## src/rtl/tapped_delay_ram.sv

```systemverilog
module tapped_delay_ram #(
  parameter int W = 8,
  parameter int N = 3,
  parameter int M = 4
) (
  input  logic           clk,
  input  logic           arst,
  input  logic           srst,
  input  logic           en,
  input  logic [W-1:0]   din,
  output logic [W-1:0]   dout,
  output logic [W*N-1:0] taps
);
  localparam int PW   = (M > 1) ? $clog2(M) : 1;
  localparam int FILL = N * M;
  localparam int CW   = $clog2(FILL + 1);

  if (M < 3) begin : g_bad_spacing
    $error("tapped_delay_ram: tap spacing M must be at least 3");
  end

  logic [PW-1:0] ptr;
  logic [CW-1:0] fill;
  logic [W-1:0]  mem    [N][M];
  logic [W-1:0]  rd     [N];
  logic [W-1:0]  seg_in [N];
  logic [W-1:0]  tap_q  [N];

  wire shift = en && !srst;

  always_ff @(posedge clk or posedge arst) begin
    if (arst) begin
      ptr  <= '0;
      fill <= '0;
    end else if (srst) begin
      ptr  <= '0;
      fill <= '0;
    end else if (en) begin
      ptr <= (ptr == PW'(M - 1)) ? '0 : ptr + 1'b1;
      if (fill != CW'(FILL)) fill <= fill + 1'b1;
    end
  end

  for (genvar k = 0; k < N; k++) begin : g_seg
    assign rd[k] = mem[k][ptr];
    if (k == 0) begin : g_head
      assign seg_in[k] = din;
    end else begin : g_link
      assign seg_in[k] = rd[k-1];
    end

    always_ff @(posedge clk)
      if (shift) mem[k][ptr] <= seg_in[k];

    always_ff @(posedge clk or posedge arst) begin
      if (arst)       tap_q[k] <= '0;
      else if (srst)  tap_q[k] <= '0;
      else if (en)    tap_q[k] <= (fill >= CW'((k + 1) * M)) ? rd[k] : '0;
    end

    assign taps[k*W +: W] = tap_q[k];
  end

  assign dout = tap_q[N-1];
endmodule


```

## config.mk

```make
export PLATFORM = sky130hd
export DESIGN_NAME = tapped_delay_ram
export DESIGN_NICKNAME = d
export VERILOG_FILES = /design/src/rtl/tapped_delay_ram.sv
export SDC_FILE = /design/constraint.sdc
export NUM_CORES = 1
export LEC_CHECK = 0
export BUFFER_PORTS_ARGS = -buffer_cell sky130_fd_sc_hd__buf_2
export CORE_MARGIN = 2
export CORE_UTILIZATION = 53
export DETAILED_ROUTE_END_ITERATION = 10
export PLACE_DENSITY_LB_ADDON = 0.3
export SYNTH_ARGS = -nofsm -noshare
export SYNTH_HDL_FRONTEND = slang
export SYNTH_SLANG_ARGS = --single-unit
export TNS_END_PERCENT = 100
```

## constraint.sdc

```tcl
create_clock -name clk -period 4.65 [get_ports clk]
set_clock_uncertainty 0.05 [all_clocks]
set_input_delay 0.465 -clock clk [delete_from_list [all_inputs] [get_ports clk]]
set_output_delay 0.465 -clock clk [all_outputs]
set_load 0.02 [all_outputs]
```

Yosys cells after proc, flatten, opt, wreduce, memory -nomap -nowiden
Memory sizes are Yosys's and may differ from the RTL's.
Index checks and enable logic that the tools add are counted.

word-level totals
  logic and storage cells = 50
  memories kept = 1
  flip-flop bits (word level) = 30
  RAM bits = 96

memories
  name  words  width  read ports  clocked after Yosys merged registers in  wr ports  RTL line  text
  mem   3      32     3           0                                        3         24        logic [W-1:0] mem [N][M];

cells by class
  add/subtract/negate cells = 2
  bitwise gates (word level) = 1
  $lt $le $gt $ge = 5
  equality and inequality tests = 2
  reductions and logical operators = 6
  mux-type cells = 28

operators by type and width
  cell                   number
  $mux W8                16
  $bmux W8 S2            3
  $mux W32               1
  $demux W8 S2           1
  $mux W4                3
  $ge A4 B4 Y1 const B   2
  $mux W2                3
  $add A4 B1 Y4 const B  1
  $ge A4 B3 Y1 const B   1
  $ne A4 B4 Y1 const B   1
  $reduce_bool A2 Y1     2
  $ge A3 B3 Y1 const B   1
  $lt A3 B1 Y1 const B   1
  $not A2 Y3             1
  $add A2 B1 Y2 const B  1
  $eq A2 B2 Y1 const B   1
  $logic_and A1 B1 Y1    2
  $reduce_and A2 Y1      1
  $logic_not A1 Y1       1
  $mux W1                1

Longest topological paths before layout
Gate-level depths: netlist (run 1).

  word-level depth = 7
  depth in mapped cells = 6
  mapped depth without buffers = 5

Worst setup path after synthesis (run 1)
Ideal clock, no wire load.

  path type = flip-flop to flip-flop
  start = register ptr[1]
  end = memory mem[0][16] in the netlist's numbering (enable)
  slack = 2619 ps
  path buffers = 2
  period minus slack after synthesis = 2031 ps
  cell stages (with the launch flop) = 6
  data arrival time = 1598 ps
  required time = 4217 ps
  cells stage by stage = dfrtp_1 buf_2 buf_1 inv_1 ha_1 and2_1

RTL lines
  item                    RTL line  text
  from (decl)             22        logic [PW-1:0] ptr;
  from (signal assigned)  39        ptr <= (ptr == PW'(M - 1)) ? '0 : ptr + 1'b1;
  to (decl)               24

==> flow_summary.yaml, run 1 <==
synth:
  seq_area_frac_synth: 0.750
  synthesis.area_um2: 4840
  synth_nets: 261
  synth.yosys.warnings: 0
  synth_cell_types: 32
  ys_ff_latch: 126
  netlist_instances: 243
  syn_avg_cell_area_um2: 19.9
worst_setup_path:
  worst_setup_path_start_kind: "register"
  crit_type: "reg -> reg"
  rrSetupSlack_ns: 2.23
  cp.arrival_ns: 2.49
  worstPathMaxFanout: 29
  r2r-start: "ptr[0]"
  rr_worst_depth: 3
  cp-end-kind: "register"
  r2r_end: "mem[0][32]"
  required_ns: 4.72
timing:
  hold_slack_ns: 0.117
  worst_slew_pin_slew_ns: 1.20
  fin_tns_setup_ns: 0
  hold_violations: 0
  fin_ws_ns: 2.23
  setup_violations: 0
  period_share: 0.521
  period_needed_ns: 2.42
  grt_setup_unrepaired: "no"
  fmax_mhz: 413
  slew_violations: 0
  relSlewSlack: 0.203
route:
  drt_iter0_drc: 144
  viasPerCell: 5.74
  wirelength_um: 8180
  vias: 2378
  wl_per_cell_um: 19.8
  ant_nets: 0
  drc: 0
  drt-pass1-iter-count: 4
floorplan:
  chipHeight_um: 99.6
  num_io_pins: 44
  die_w_um: 99.6
  dieArea_um2: 9920
  core_area_um2: 8810
  rows: 34
  start_util: 0.550
grt:
  antenna_found_initial: 0
  grt_pass1_wl_um: 13300
  grt_start_max_net_pins: 31
  grt.overflow.total: 0
  first_global_vias: 2384
  grtUsageTotal: 0.185
power_and_ir_drop:
  net-switching-power_uw: 583
  p_int_mw: 2.13
  power_density_nw_per_um2: 474
  p_sw_frac: 0.215
  pwr-share-seq: 0.464
  combPwrFrac: 0.047
  p_leak_nw: 2.18
  pwr-share-clk: 0.489
  finalPower_mw: 2.71
  max-vdd-ir-drop_uv: 340
hold_path:
  holdPathEnd: "mem[0][31]"
  min-delay-start: "din[7]"
  hold_depth: 1
  hold_class: "in -> reg"
finish:
  final_cells: 414
  area_growth_pct: 17.9
  nets: 311
  layout-drive-gt1-share: 0.327
  antenna_cells: 0
cts:
  root_buffer: "clkbuf_8"
  htreeDepth: 4
  numCtsBuffers: 17
  cts_resized: 0
  hold_buffers: 1
  clk_pin_slew_ns: 0.06
  cts_tree: "built"
  clockBufferDepth: 2
  postCtsSetupRepairBufs: 0
  insertion_delay_ns: 0.51
  clock-sinks: 126
place:
  dpl.hpwl_um: 4780
  port-buffer-count: 43
  dp_slack_ns: 2.16
  place_inst: 381
  gp_congestion: 0.696
run_status:
  status: "finished clean"
job:
  drv_cap: 0
[kinds of logic after synthesis]
group | after synthesis | share of synthesized area
DFF | 126 | 0.750
adders and majority gates | 6 | 0.0155
buffers and inverters | 26 | 0.0338
muxes | 25 | 0.118
AOI/OAI and AO/OA | 34 | 0.0548
and+or+nand+nor | 26 | 0.0274
[worst max path at each step]
stage / from / to / slack, ns / cells after the start
after CTS: ptr[0] / mem[0][34] / 2.15 / 3
after detailed placement: en / mem[0][3] / 2.16 / 3
after global placement: en / mem[0][4] / 2.19 / 3
after floorplan: ptr[1] / mem[0][16] / 2.62 / 5
final: ptr[0] / mem[0][32] / 2.23 / 3
after global routing: ptr[0] / mem[0][34] / 1.97 / 3
[registers in the layout, indices dropped and copies added (netlist names)]
signal,flops
ptr,2
mem,96
taps,16
fill,4
dout,8
[metrics by stage]
| stage | utilization | instance area (um^2) |
|---|---|---|
| floorplan | - | 4840 |
| global placement | 0.579 | 5100 |
| detailed placement | 0.579 | 5100 |
| CTS | 0.648 | 5710 |
| global route | 0.648 | 5710 |
| finish | 0.648 | 5710 |
[synthesized netlist by cell type, drive strengths merged]
cell type | count | area share
a211oi | 2 | 0.0031
a21oi | 5 | 0.0052
a22o | 16 | 0.029
a22oi | 7 | 0.012
a32o | 1 | 0.0021
and2 | 5 | 0.0065
and3 | 1 | 0.0013
buf | 16 | 0.026
clkbuf | 3 | 0.0023
clkinv | 1 | 0.00077
dfrtp | 30 | 0.15
edfxtp | 96 | 0.60
ha | 6 | 0.015
inv | 6 | 0.0046
mux2i | 1 | 0.0021
mux4 | 24 | 0.12
nand2 | 2 | 0.0016
nand3 | 3 | 0.0031
nand4 | 1 | 0.0013
nor2 | 10 | 0.0078
nor2b | 1 | 0.0013
nor3 | 2 | 0.0031
nor3b | 1 | 0.0016
o21a | 1 | 0.0016
o21ai | 2 | 0.0021
[power groups by stage]
stage / clock (mW) / combinational [mW] / sequential (mW)
2_1_floorplan: 0 / 0.0923 / 1.28
3_5_place_dp: 0 / 0.128 / 1.28
5_1_grt: 1.40 / 0.141 / 1.26
3_3_place_gp: 0 / 0.124 / 1.28
4_1_cts: 1.34 / 0.129 / 1.26
6_report: 1.32 / 0.126 / 1.26
[critical path, stage by stage, from the launching register on]
cell and delay (ns):
dfrtp_1 0.35, buf_4 0.45, ha_1 0.25, and2_1 0.91
[routing by layer]
metal,global-route usage,vias up,routed length [um]
met5,0,-,0
met4,0.0506,0,75
met3,0.0682,9,682
met2,0.279,106,3900
met1,0.260,1189,3520
li1,-,1074,-
[placed cells by master, fill, tap and decap left out, types with 2 or more instances in the layout]
cell type	synthesis	layout
a211oi_1	2	2
a21oi_1	5	5
a22o_1	16	16
a22oi_1	6	6
and2_1	5	5
buf_2	4	43
buf_4	8	6
bufinv_16	0	3
clkbuf_16	0	16
clkinv_1	1	2
clkinv_2	0	2
clkinv_4	0	2
dfrtp_1	30	30
edfxtp_1	96	96
ha_1	6	6
inv_1	6	6
inv_6	0	5
mux4_1	6	6
mux4_2	18	18
nand2_1	2	2
nand3_1	3	3
nor2_1	10	10
o21ai_0	2	2
[cell type report]
type / instances / area (um^2)
Sequential cell: 126 / 3630
Clock inverter: 15 / 184
Fill cell: 588 / 3100
Tap cell: 108 / 135
Timing Repair Buffer: 50 / 270
Inverter: 7 / 26.3
Multi-Input combinational cell: 91 / 1050
Clock buffer: 17 / 414
Power figures use the tool's default switching activity.
==> run 2: changes to the inputs <==
Clock period 4.65 ns to 2.04 ns, I/O delays scaled along.
==> flow_summary.yaml, run 2 (synthesis gave the netlist of run 1 again) <==
run_status:
  status: "finished clean"
floorplan:
  core_area_um2: 8810
  dieArea_um2: 9920
  chipHeight_um: 99.6
  rows: 34
  start_util: 0.550
  die_w_um: 99.6
  num_io_pins: 44
job:
  drv_cap: 0
place:
  gp_congestion: 0.727
  port-buffer-count: 43
  dpl.hpwl_um: 5030
timing:
  hold_slack_ns: 0.296
  hold_violations: 0
  slew_violations: 0
  worst_slew_pin_slew_ns: 0.711
  period_needed_ns: 1.72
  grt_setup_unrepaired: "no"
  setup_violations: 0
  fmax_mhz: 581
  period_share: 0.843
  fin_tns_setup_ns: 0
  relSlewSlack: 0.524
finish:
  largest_reg_flops: 96
  antenna_cells: 0
  nets: 328
  final_common_cell: "edfxtp_1"
  layout-drive-gt1-share: 0.331
  area_growth_pct: 21.4
  largest-register: "mem"
  layout.cells.most_common_list: "96 x edfxtp_1, 43 x buf_2, 30 x dfrtp_1, 18 x mux4_2"
power_and_ir_drop:
  pwr-share-seq: 0.477
  net-switching-power_mw: 1.37
  p_leak_nw: 2.25
  max-vdd-ir-drop_uv: 1060
  p_sw_frac: 0.227
  pwr-share-clk: 0.471
  power_density_nw_per_um2: 1020
  p_int_mw: 4.65
  combPwrFrac: 0.052
cts:
  htreeDepth: 4
  cts_resized: 0
  clk_pin_slew_ns: 0.06
  clock-sinks: 126
  hold_buffers: 11
  cts_tree: "built"
  clockBufferDepth: 2
  root_buffer: "clkbuf_8"
  postCtsSetupRepairBufs: 0
  numCtsBuffers: 17
  insertion_delay_ns: 0.51
route:
  drt-pass1-iter-count: 4
  vias: 2437
  wl_per_cell_um: 19.9
  topRoutingLayerUsed: "met4"
  wl_met3_um: 438
  viasPerCell: 5.65
  wl_met1_um: 3750
  met2WireLength_um: 4290
  drt_iter0_drc: 93
  ant_nets: 0
  wirelength_um: 8560
  drc: 0
worst_setup_path:
  cp-end-kind: "register"
  rr_worst_depth: 4
  worst_setup_path_start_kind: "register"
  worstPathMaxFanout: 29
  required_ns: 2.38
  crit_type: "reg -> reg"
  cp.arrival_ns: 2.05
grt:
  grt_start_max_net_pins: 31
  first_global_vias: 2595
  grtUsageTotal: 0.194
  grt_pass1_wl_um: 13800
  grt.overflow.total: 0
  antenna_found_initial: 0
hold_path:
  hold_class: "in -> async"
==> run 2: critical path, stage by stage (launching register included) <==
cell and delay (ns):
dfrtp_1 0.37, buf_12 0.24, mux4_1 0.66, a22oi_1 0.20, nor2_1 0.06
==> run 2: final cells by class <==
cell class                 count  area, um^2
sequential                   126        3630
fill                         578        2930
multi-input combinational     91        1050
timing repair buffer          67         473
clock buffer                  17         414
clock inverter                15         153
tap                          108         135
inverter                       7        26.3
==> run 2: final timing paths <==
| kind | end | slack (ns) | start |
|---|---|---|---|
| min in group clk | mem[0][10] | 0.38 | din[2] |
| setup reg to reg | taps[13] | 0.32 | ptr[0] |
| hold reg to reg | taps[7] | 0.45 | taps[7] |
| hold / removal | dout[0] | 0.30 | arst |
| setup / recovery | taps[13] | 0.32 | ptr[0] |
| max in group asynchronous | taps[13] | 1.33 | arst |
==> run 2: per-stage QoR <==
step                area, um^2  power [mW]   util  setup WS [ns]  instances
floorplan                 4840        3.13      -        0.00872        243
global placement          5200        3.21  0.591          0.368        388
detailed placement        5200        3.22  0.591          0.337        388
CTS                       5880        6.06  0.668          0.323        431
global route              5880        6.22  0.668          0.232        431
finish                    5880        6.01  0.668          0.320        431
==> run 2: power by group through the flow <==
stage	Combinational, mW	Sequential (mW)	Clock, mW
final	0.313	2.87	2.83
after CTS	0.319	2.87	2.88
after floorplan	0.210	2.92	0
after global routing	0.346	2.87	3.00
after global placement	0.292	2.92	0
after detailed placement	0.301	2.92	0
==> run 2: routing by layer <==
layer	global-route usage	up-vias
met5	0	-
met4	0.0727	0
met3	0.0597	8
met2	0.315	88
met1	0.250	1232
li1	-	1109
==> run 3: changes to the inputs <==
Clock period 2.04 ns to 1.8 ns, I/O delays scaled along.
==> flow_summary.yaml, run 3 (synthesis gave the netlist of run 1 again) <==
timing:
  slew_violations: 0
  fmax_mhz: 569
  relSlewSlack: 0.573
  setup_violations: 0
  worst_slew_pin_slew_ns: 0.638
  grt_setup_unrepaired: "yes"
  hold_violations: 0
  period_share: 0.976
  period_needed_ns: 1.76
power_and_ir_drop:
  power_density_nw_per_um2: 1140
  max-vdd-ir-drop_uv: 702
  p_leak_nw: 2.26
floorplan:
  core_area_um2: 8810
  num_io_pins: 44
  chipHeight_um: 99.6
  die_w_um: 99.6
  rows: 34
  start_util: 0.550
  dieArea_um2: 9920
worst_setup_path:
  required_ns: 2.14
  crit_type: "reg -> reg"
  rrSetupSlack_ns: 0.04
  cp-end-kind: "register"
  worstPathMaxFanout: 15
  worst_setup_path_start_kind: "register"
  cp.arrival_ns: 2.10
place:
  gp_congestion: 0.745
  dpl.hpwl_um: 5180
  place_inst: 392
  port-buffer-count: 43
route:
  drt_iter0_drc: 158
  wirelength_um: 8460
  wl_met3_um: 420
  drt-pass1-iter-count: 4
  drc: 0
  viasPerCell: 5.68
  met2WireLength_um: 4000
  vias: 2464
  ant_nets: 0
  wl_met1_um: 3900
  wl_per_cell_um: 19.5
  topRoutingLayerUsed: "met4"
grt:
  grt.overflow.total: 0
  grtUsageTotal: 0.191
  first_global_vias: 2509
  grt_pass1_wl_um: 13500
  antenna_found_initial: 0
  grt_start_max_net_pins: 31
cts:
  postCtsSetupRepairBufs: 0
  numCtsBuffers: 17
  insertion_delay_ns: 0.51
  clock-sinks: 126
  cts_tree: "built"
  htreeDepth: 4
  root_buffer: "clkbuf_8"
  clk_pin_slew_ns: 0.06
  clockBufferDepth: 2
finish:
  layout.cells.most_common_list: "96 x edfxtp_1, 43 x buf_2, 30 x dfrtp_1, 18 x mux4_2"
  final_cells: 434
  largest_reg_flops: 96
  largest-register: "mem"
  nets: 332
  layout-drive-gt1-share: 0.331
  antenna_cells: 0
  final_common_cell: "edfxtp_1"
  area_growth_pct: 22.0
  fin_util: 0.671
  fill_cells: 576
hold_path:
  hold_class: "in -> async"
run_status:
  status: "finished clean"
job:
  drv_cap: 0
## run 3: changes by cell type in the layout (fill, tap and decap cells not counted), sizes merged
cell	change
clkinv	-1
buf	+4
bufinv	+1
clkbuf	+7
inv	-8
## run 3: final timing paths
| kind | cells past startpoint | start | end |
|---|---|---|---|
| setup reg to reg | 4 | ptr[0] | taps[12] |
| max in group asynchronous | 4 | arst | dout[6] |
| hold reg to reg | 1 | taps[6] | taps[6] |
| min in group clk | 2 | din[6] | mem[0][22] |
| setup / recovery | 4 | ptr[0] | taps[12] |
| hold / removal | 4 | arst | taps[0] |
## run 3: report_power, final
group	switching (mW)	internal, mW
Combinational	0.206	0.165
Clock	1.12	2.02
Sequential	0.0192	3.23
## run 3: worst max-delay path, cell delays in order (launching register included)
cell and delay (ns):
dfrtp_1 0.43, buf_12 0.21, mux4_1 0.67, a22oi_1 0.21, nor2_1 0.06
## run 3: through the flow
stage	hold WS, ns	setup TNS, ns	instance area [um^2]	worst slack, ns	power, mW
after floorplan	0.221	0	4850	0.0221	3.54
after global placement	0.248	0	5250	0.129	3.65
after detailed placement	0.251	0	5250	0.0954	3.66
after CTS	0.259	0	5910	0.0531	6.82
after global routing	0.313	-0.0387	5910	-0.0202	7.00
final	0.263	0	5910	0.0430	6.76
## run 3: metal layers
layer,track usage,vias up
li1,-,1117
met1,0.266,1262
met2,0.282,75
met3,0.0696,10
met4,0.0706,0
met5,0,-
## run 3: final cells by class
class                      instances  area, um^2  share of cell area
inverter                           7        26.3             0.00445
multi-input combinational         91        1050               0.178
tap                              108         135              0.0229
clock buffer                      24         460              0.0779
sequential                       126        3630               0.615
clock inverter                     7        88.8              0.0150
timing repair buffer              71         515              0.0872
## run 3: repair_timing
action	in CTS	in global routing
endpoints found under the hold margin	68	0
gates resized for setup	0	0
hold buffers	11	0
setup endpoints to repair	0	2
